===== src/rtl/uart_irq_pkg.sv =====
package uart_irq_pkg;
  localparam int NCAUSE = 11;
  localparam int NLINE  = 6;
  localparam int CTRL_W = 6;

  typedef enum logic [1:0] {
    SEL_DATA  = 2'd0,
    SEL_CTRL  = 2'd1,
    SEL_MASK  = 2'd2,
    SEL_CLEAR = 2'd3
  } reg_sel_e;

  // cause bit positions
  localparam int B_RI  = 0;
  localparam int B_CTS = 1;
  localparam int B_DCD = 2;
  localparam int B_DSR = 3;
  localparam int B_RX  = 4;
  localparam int B_TX  = 5;
  localparam int B_RTO = 6;

  // control field positions
  localparam int C_LBE  = 0;
  localparam int C_DTR  = 1;
  localparam int C_RTS  = 2;
  localparam int C_OUT1 = 3;
  localparam int C_OUT2 = 4;
  localparam int C_BRK  = 5;

  // line index: 0 combined, 1 rx, 2 tx, 3 timeout, 4 modem, 5 error
  function automatic logic [NCAUSE-1:0] line_group(input int line);
    logic [NCAUSE-1:0] g;
    g = '0;
    case (line)
      0: g = '1;
      1: g[B_RX] = 1'b1;
      2: g[B_TX] = 1'b1;
      3: g[B_RTO] = 1'b1;
      4: g[B_DSR:B_RI] = '1;
      default: g[NCAUSE-1:B_RTO+1] = '1;
    endcase
    return g;
  endfunction

  // modem status {DSR, DCD, CTS, RI} taken from the control outputs
  function automatic logic [3:0] modem_map(input logic [CTRL_W-1:0] c);
    logic [3:0] m;
    m[B_RI]  = c[C_OUT2];
    m[B_CTS] = c[C_RTS];
    m[B_DCD] = c[C_OUT1];
    m[B_DSR] = c[C_DTR];
    return m;
  endfunction
endpackage


===== src/rtl/uart_irq_cause_regs.sv =====
module uart_irq_cause_regs
  import uart_irq_pkg::*;
#(
  parameter int REG_W  = 16,
  parameter int DATA_W = 8
) (
  input  logic              clk,
  input  logic              rst_n,
  input  logic              wr_en,
  input  logic [1:0]        wr_addr,
  input  logic [REG_W-1:0]  wr_data,
  input  logic [NCAUSE-1:0] hw_set,
  output logic [NCAUSE-1:0] raw_q,
  output logic [NCAUSE-1:0] mask_q,
  output logic [3:0]        flags_q,
  output logic              loop_on,
  output logic              push_tx,
  output logic              push_brk,
  output logic [DATA_W-1:0] tx_byte
);
  logic [CTRL_W-1:0] ctrl_q;
  logic [NCAUSE-1:0] raw_d;
  logic [CTRL_W-1:0] ctrl_new;
  logic wr_data_sel, wr_ctrl_sel, wr_mask_sel, wr_clr_sel, lb_upd;

  assign ctrl_new    = wr_data[CTRL_W-1:0];
  assign wr_data_sel = wr_en && (wr_addr == SEL_DATA);
  assign wr_ctrl_sel = wr_en && (wr_addr == SEL_CTRL);
  assign wr_mask_sel = wr_en && (wr_addr == SEL_MASK);
  assign wr_clr_sel  = wr_en && (wr_addr == SEL_CLEAR);
  assign lb_upd      = wr_ctrl_sel && ctrl_new[C_LBE];

  assign loop_on  = ctrl_q[C_LBE];
  assign push_tx  = wr_data_sel && ctrl_q[C_LBE];
  assign push_brk = lb_upd && ctrl_new[C_BRK] && !ctrl_q[C_BRK];
  assign tx_byte  = wr_data[DATA_W-1:0];

  always_comb begin
    raw_d = raw_q;
    if (wr_clr_sel)  raw_d = raw_d & ~wr_data[NCAUSE-1:0];
    if (wr_data_sel) raw_d[B_TX] = 1'b1;
    raw_d = raw_d | hw_set;
    if (lb_upd)      raw_d[B_DSR:B_RI] = modem_map(ctrl_new);
  end

  always_ff @(posedge clk) begin
    if (!rst_n) begin
      raw_q   <= '0;
      mask_q  <= '0;
      ctrl_q  <= '0;
      flags_q <= '0;
    end else begin
      raw_q <= raw_d;
      if (wr_mask_sel) mask_q <= wr_data[NCAUSE-1:0];
      if (wr_ctrl_sel) ctrl_q <= ctrl_new;
      if (lb_upd)      flags_q <= modem_map(ctrl_new);
    end
  end
endmodule


===== src/rtl/uart_irq_lines.sv =====
module uart_irq_lines
  import uart_irq_pkg::*;
(
  input  logic              clk,
  input  logic              rst_n,
  input  logic [NCAUSE-1:0] raw_q,
  input  logic [NCAUSE-1:0] mask_q,
  output logic [NLINE-1:0]  irq_q
);
  logic [NCAUSE-1:0] masked;
  assign masked = raw_q & mask_q;

  for (genvar i = 0; i < NLINE; i++) begin : g_line
    localparam logic [NCAUSE-1:0] GRP = line_group(i);
    always_ff @(posedge clk) begin
      if (!rst_n) irq_q[i] <= 1'b0;
      else        irq_q[i] <= |(masked & GRP);
    end
  end
endmodule


===== src/rtl/uart_irq_rx_path.sv =====
module uart_irq_rx_path #(
  parameter int DATA_W = 8,
  localparam int ITEM_W = DATA_W + 1
) (
  input  logic              clk,
  input  logic              rst_n,
  input  logic              loop_on,
  input  logic              push_tx,
  input  logic              push_brk,
  input  logic [DATA_W-1:0] tx_byte,
  input  logic              ext_valid,
  output logic              ext_ready,
  input  logic [ITEM_W-1:0] ext_data,
  output logic              rxq_valid,
  input  logic              rxq_ready,
  output logic [ITEM_W-1:0] rxq_data
);
  logic              slot_full;
  logic [ITEM_W-1:0] slot_item;
  logic [ITEM_W-1:0] new_item;
  logic              push, room;

  assign push     = push_tx || push_brk;
  assign new_item = push_brk ? {1'b1, {DATA_W{1'b0}}} : {1'b0, tx_byte};
  assign room     = !slot_full || rxq_ready;

  always_ff @(posedge clk) begin
    if (!rst_n) begin
      slot_full <= 1'b0;
      slot_item <= '0;
    end else begin
      if (slot_full && rxq_ready) slot_full <= 1'b0;
      if (push && room) begin
        slot_full <= 1'b1;
        slot_item <= new_item;
      end
    end
  end

  assign rxq_valid = slot_full || (!loop_on && ext_valid);
  assign rxq_data  = slot_full ? slot_item : ext_data;
  assign ext_ready = loop_on ? 1'b1 : (rxq_ready && !slot_full);
endmodule


===== src/rtl/uart_irq_loop.sv =====
module uart_irq_loop
  import uart_irq_pkg::*;
#(
  parameter int REG_W  = 16,
  parameter int DATA_W = 8,
  localparam int ITEM_W = DATA_W + 1
) (
  input  logic              clk,
  input  logic              rst_n,
  input  logic              wr_en,
  input  logic [1:0]        wr_addr,
  input  logic [REG_W-1:0]  wr_data,
  input  logic [NCAUSE-1:0] hw_set,
  input  logic              ext_valid,
  output logic              ext_ready,
  input  logic [ITEM_W-1:0] ext_data,
  output logic              rxq_valid,
  input  logic              rxq_ready,
  output logic [ITEM_W-1:0] rxq_data,
  output logic [NCAUSE-1:0] raw_status,
  output logic [NCAUSE-1:0] int_mask,
  output logic [3:0]        modem_flags,
  output logic              irq_all,
  output logic              irq_rx,
  output logic              irq_tx,
  output logic              irq_rto,
  output logic              irq_mdm,
  output logic              irq_err
);
  logic              loop_on, push_tx, push_brk;
  logic [DATA_W-1:0] tx_byte;
  logic [NLINE-1:0]  irq_q;

  uart_irq_cause_regs #(.REG_W(REG_W), .DATA_W(DATA_W)) u_regs (
    .clk(clk), .rst_n(rst_n), .wr_en(wr_en), .wr_addr(wr_addr),
    .wr_data(wr_data), .hw_set(hw_set), .raw_q(raw_status),
    .mask_q(int_mask), .flags_q(modem_flags), .loop_on(loop_on),
    .push_tx(push_tx), .push_brk(push_brk), .tx_byte(tx_byte)
  );

  uart_irq_lines u_lines (
    .clk(clk), .rst_n(rst_n), .raw_q(raw_status), .mask_q(int_mask),
    .irq_q(irq_q)
  );

  uart_irq_rx_path #(.DATA_W(DATA_W)) u_rx (
    .clk(clk), .rst_n(rst_n), .loop_on(loop_on), .push_tx(push_tx),
    .push_brk(push_brk), .tx_byte(tx_byte), .ext_valid(ext_valid),
    .ext_ready(ext_ready), .ext_data(ext_data), .rxq_valid(rxq_valid),
    .rxq_ready(rxq_ready), .rxq_data(rxq_data)
  );

  assign irq_all = irq_q[0];
  assign irq_rx  = irq_q[1];
  assign irq_tx  = irq_q[2];
  assign irq_rto = irq_q[3];
  assign irq_mdm = irq_q[4];
  assign irq_err = irq_q[5];
endmodule


===== config.mk =====
export PLATFORM = sky130hd
export DESIGN_NAME = uart_irq_loop
export DESIGN_NICKNAME = d
export VERILOG_FILES = /design/src/rtl/uart_irq_pkg.sv /design/src/rtl/uart_irq_cause_regs.sv /design/src/rtl/uart_irq_lines.sv /design/src/rtl/uart_irq_rx_path.sv /design/src/rtl/uart_irq_loop.sv
export SDC_FILE = /design/constraint.sdc
export NUM_CORES = 1
export LEC_CHECK = 0
export ABC_AREA = 1
export CORE_UTILIZATION = 41
export DETAILED_ROUTE_END_ITERATION = 16
export PLACE_DENSITY = 0.84
export SLEW_MARGIN = 30
export SYNTH_ARGS = -nofsm -noshare
export SYNTH_HDL_FRONTEND = slang
export SYNTH_SLANG_ARGS = --single-unit
export TNS_END_PERCENT = 1

===== constraint.sdc =====
create_clock -name clk -period 1.9 [get_ports clk]
set_clock_uncertainty 0.05 [all_clocks]
set_input_delay 0.57 -clock clk [delete_from_list [all_inputs] [get_ports clk]]
set_output_delay 0.57 -clock clk [all_outputs]
set_load 0.01 [all_outputs]

==> run_results.csv <==
group,metric,value,unit
run_status,outcome,"complete, no violations",
clocking,clockBufferDepth,2,
yosys,yosysSeqAreaShare,47.8,%
grt,antenna_found_initial,0,
pwr,power.internal,1.55,mW
placement,dp_hpwl,3.72,mm
pwr,p_seq_share,48.9,%
yosys,yosysWarnings,0,
layout,antenna_cells,0,
yosys,yosys.cell_types.count,20,
placement,io_buffers,80,
yosys,synth_area_leaders,"dfxtp_1 48%, nand2_1 12%, a21oi_1 9.5%",
floorplanning,core,4320,um^2
critical_path,endpoint_kind,"primary output",
drt,drc,0,
min_path,hp-start,"u_regs.flags_q[3]",
yosys,ys_seq_elements,44,
pwr,clkPwrFrac,34.1,%
grt,globalRouteOverflowTotal,0,
floorplanning,rows,24,
pwr,sw_frac_of_total,23.9,%
drt,first_pass_iters,4,
sta,relSlewSlack,52.2,%
drt,drt_iter0_markers,93,
yosys,syn_area,1840,um^2
sta,worstMarginPinSlew,717,ps
drt,via_per_inst,4.93,
grt,grt_usage,21.4,%
sta,slew_violations,0,
floorplanning,chipHeight,69.0,um
clocking,cts_sinks,44,
yosys,async_flop_share,0,%
min_path,min_path_type,"reg -> reg",
layout,drive_gt1_share,11.8,%
critical_path,path_class,"in -> out",
floorplanning,design.die.area,4770,um^2
layout,nNetsFinal,389,
flow_run,maxCapViolations,0,
drt,wl_per_cell,12.3,um
sta,rsz0062_at_grt,"true",
pwr,irDropWorstVdd,0.492,mV
placement,gp_congestion,0.824,
layout,utilization,66.2,%
floorplanning,fp.dieW,69.0,um
pwr,p_sw,485,uW
sta,setup_slack,30.6,ps
pwr,combPwrFrac,17.0,%
drt,vias,1969,
clocking,ctsHoldBuffers,0,
yosys,synth_top_cell_by_area,"dfxtp_1",
floorplanning,ioPinCount,86,
clocking,htree_levels,2,
sta,setup_viol,0,
yosys,synth_cells,252,
pwr,cellPowerDensity,710,nW/um^2
yosys,synth_edf_count,0,
yosys,syn_nets,295,
critical_path,crit_required,1280,ps
sta,max_freq,0.535,GHz
grt,grt_pass1_vias,1829,
clocking,cts_root_buf,"clkbuf_8",
clocking,post-cts-setup-buffers,0,
layout,fill_cells,390,
critical_path,crit_path_max_fanout,1,
clocking,cts_made_buffers,5,
placement,dp_worst_setup_slack,-480,ps
clocking,cts_tree,"done",
drt,ant_nets,0,
sta,finalCritPeriodShare,98.4,%
yosys,synth_flop_cell,"dfxtp_1",
grt,grt_pass1_wl,8.17,mm
yosys,synth.most_common_cell,"nand2_1",
layout,synthToLayoutAreaGrowth,55.4,%
pwr,leakage,1.28,nW
drt,routed_wl,4.92,mm
grt,grt_max_degree,24,
sta,hold_viol_final,0,
critical_path,crit_path_start,"ext_data[5]",
clocking,cts.clk_slew.worst_paths,70,ps
critical_path,critPathLaunchType,"input pin",
sta,finalCriticalPeriod,1870,ps
yosys,yosys-top-cells-count,"61 x nand2_1, 44 x dfxtp_1, 35 x a21oi_1, 31 x o21ai_0, 25 x inv_1",
clocking,worstSkewPairLatency,300,ps
critical_path,reg2reg_from,"u_regs.ctrl_q[5]",
floorplanning,initial_core_util,42.6,%
yosys,synth_top_area_share,47.8,%
critical_path,arrival,1250,ps
yosys,syn_avg_cell_area,7.31,um^2
==> worst max-delay path, stage by stage <==
cell,delay (ps)
clkdlybuf4s50_1,460
nand2_1,50
nand2_1,50
buf_2,120
==> metal layers <==
layer	global-route usage (%)	vias up	wire, um
met4	8.84	0	125
li1	-	1009	-
met3	6.29	11	426
met2	35.0	75	2320
met5	0	-	0
met1	26.2	874	2050
==> area by class of cell <==
class	count	area [um^2]	share of cell area [%]
Sequential cell	44	882	30.8
Inverter	26	101	3.54
Multi-Input combinational cell	173	817	28.5
Timing Repair Buffer	95	883	30.8
Clock inverter	2	35.0	1.22
Timing Repair inverter	1	7.51	0.262
Tap cell	52	65.1	2.27
Clock buffer	6	72.6	2.53
==> flip-flops by register name (all words and copies together), names as in the netlist <==
| register | cells |
|---|---|
| u_rx.slot_item | 9 |
| u_regs.raw_q | 11 |
| u_rx.slot_full | 1 |
| u_regs.flags_q | 4 |
| u_regs.mask_q | 11 |
| u_regs.ctrl_q | 2 |
| u_lines.irq_q | 6 |
==> through the flow <==
stage	hold WS [ps]	power (mW)	std cells	cell area, um^2	TNS (ps)
floorplan	389	1.15	252	1840	0
global placement	402	1.37	390	2780	-6330
detailed placement	406	1.38	390	2780	-7690
CTS	417	2.05	398	2840	-34.1
global route	442	2.14	399	2860	-100
finish	413	2.03	399	2860	0
==> power groups by stage <==
| stage | logic (mW) | clock network, mW | registers [mW] |
|---|---|---|---|
| after global routing | 0.381 | 0.754 | 1.00 |
| after detailed placement | 0.360 | 0 | 1.02 |
| final | 0.346 | 0.693 | 0.995 |
| after CTS | 0.348 | 0.709 | 0.994 |
| after floorplan | 0.119 | 0 | 1.03 |
| after global placement | 0.352 | 0 | 1.01 |
==> cell families (layout without fill, tap and decap cells) <==
logic type / after synthesis / after routing / synth area share [%]
compound gates: 74 / 74 / 21.7
flops: 44 / 44 / 47.8
simple gates: 99 / 99 / 22.4
buf+inv: 35 / 130 / 8.08
==> placed cells by master (no fill, tap or decap), types with 5 or more instances in the layout <==
cell,instances
clkdlybuf4s50_1,64
nand2_1,61
dfxtp_1,43
a21oi_1,35
o21ai_0,29
inv_1,24
nor2_1,22
buf_4,14
nand3_1,11
buf_2,11
clkbuf_8,5
dlymetal6s2s_1,5
==> worst paths after layout <==
check                            to  slack (ps)  depth (start not counted)
setup / recovery        rxq_data[5]          30                          4
hold / removal    u_regs.flags_q[3]         410                          2
setup reg to reg  u_rx.slot_item[5]         660                          6
hold reg to reg   u_regs.flags_q[3]         410                          2
==> timing repair <==
item	CTS	global route
endpoints found under the hold margin	0	0
resized for setup	45	11
pin swaps	0	3
cloned	0	1
endpoints found under the setup margin	11	13
No activity file was read; power rests on OpenSTA's default activity.
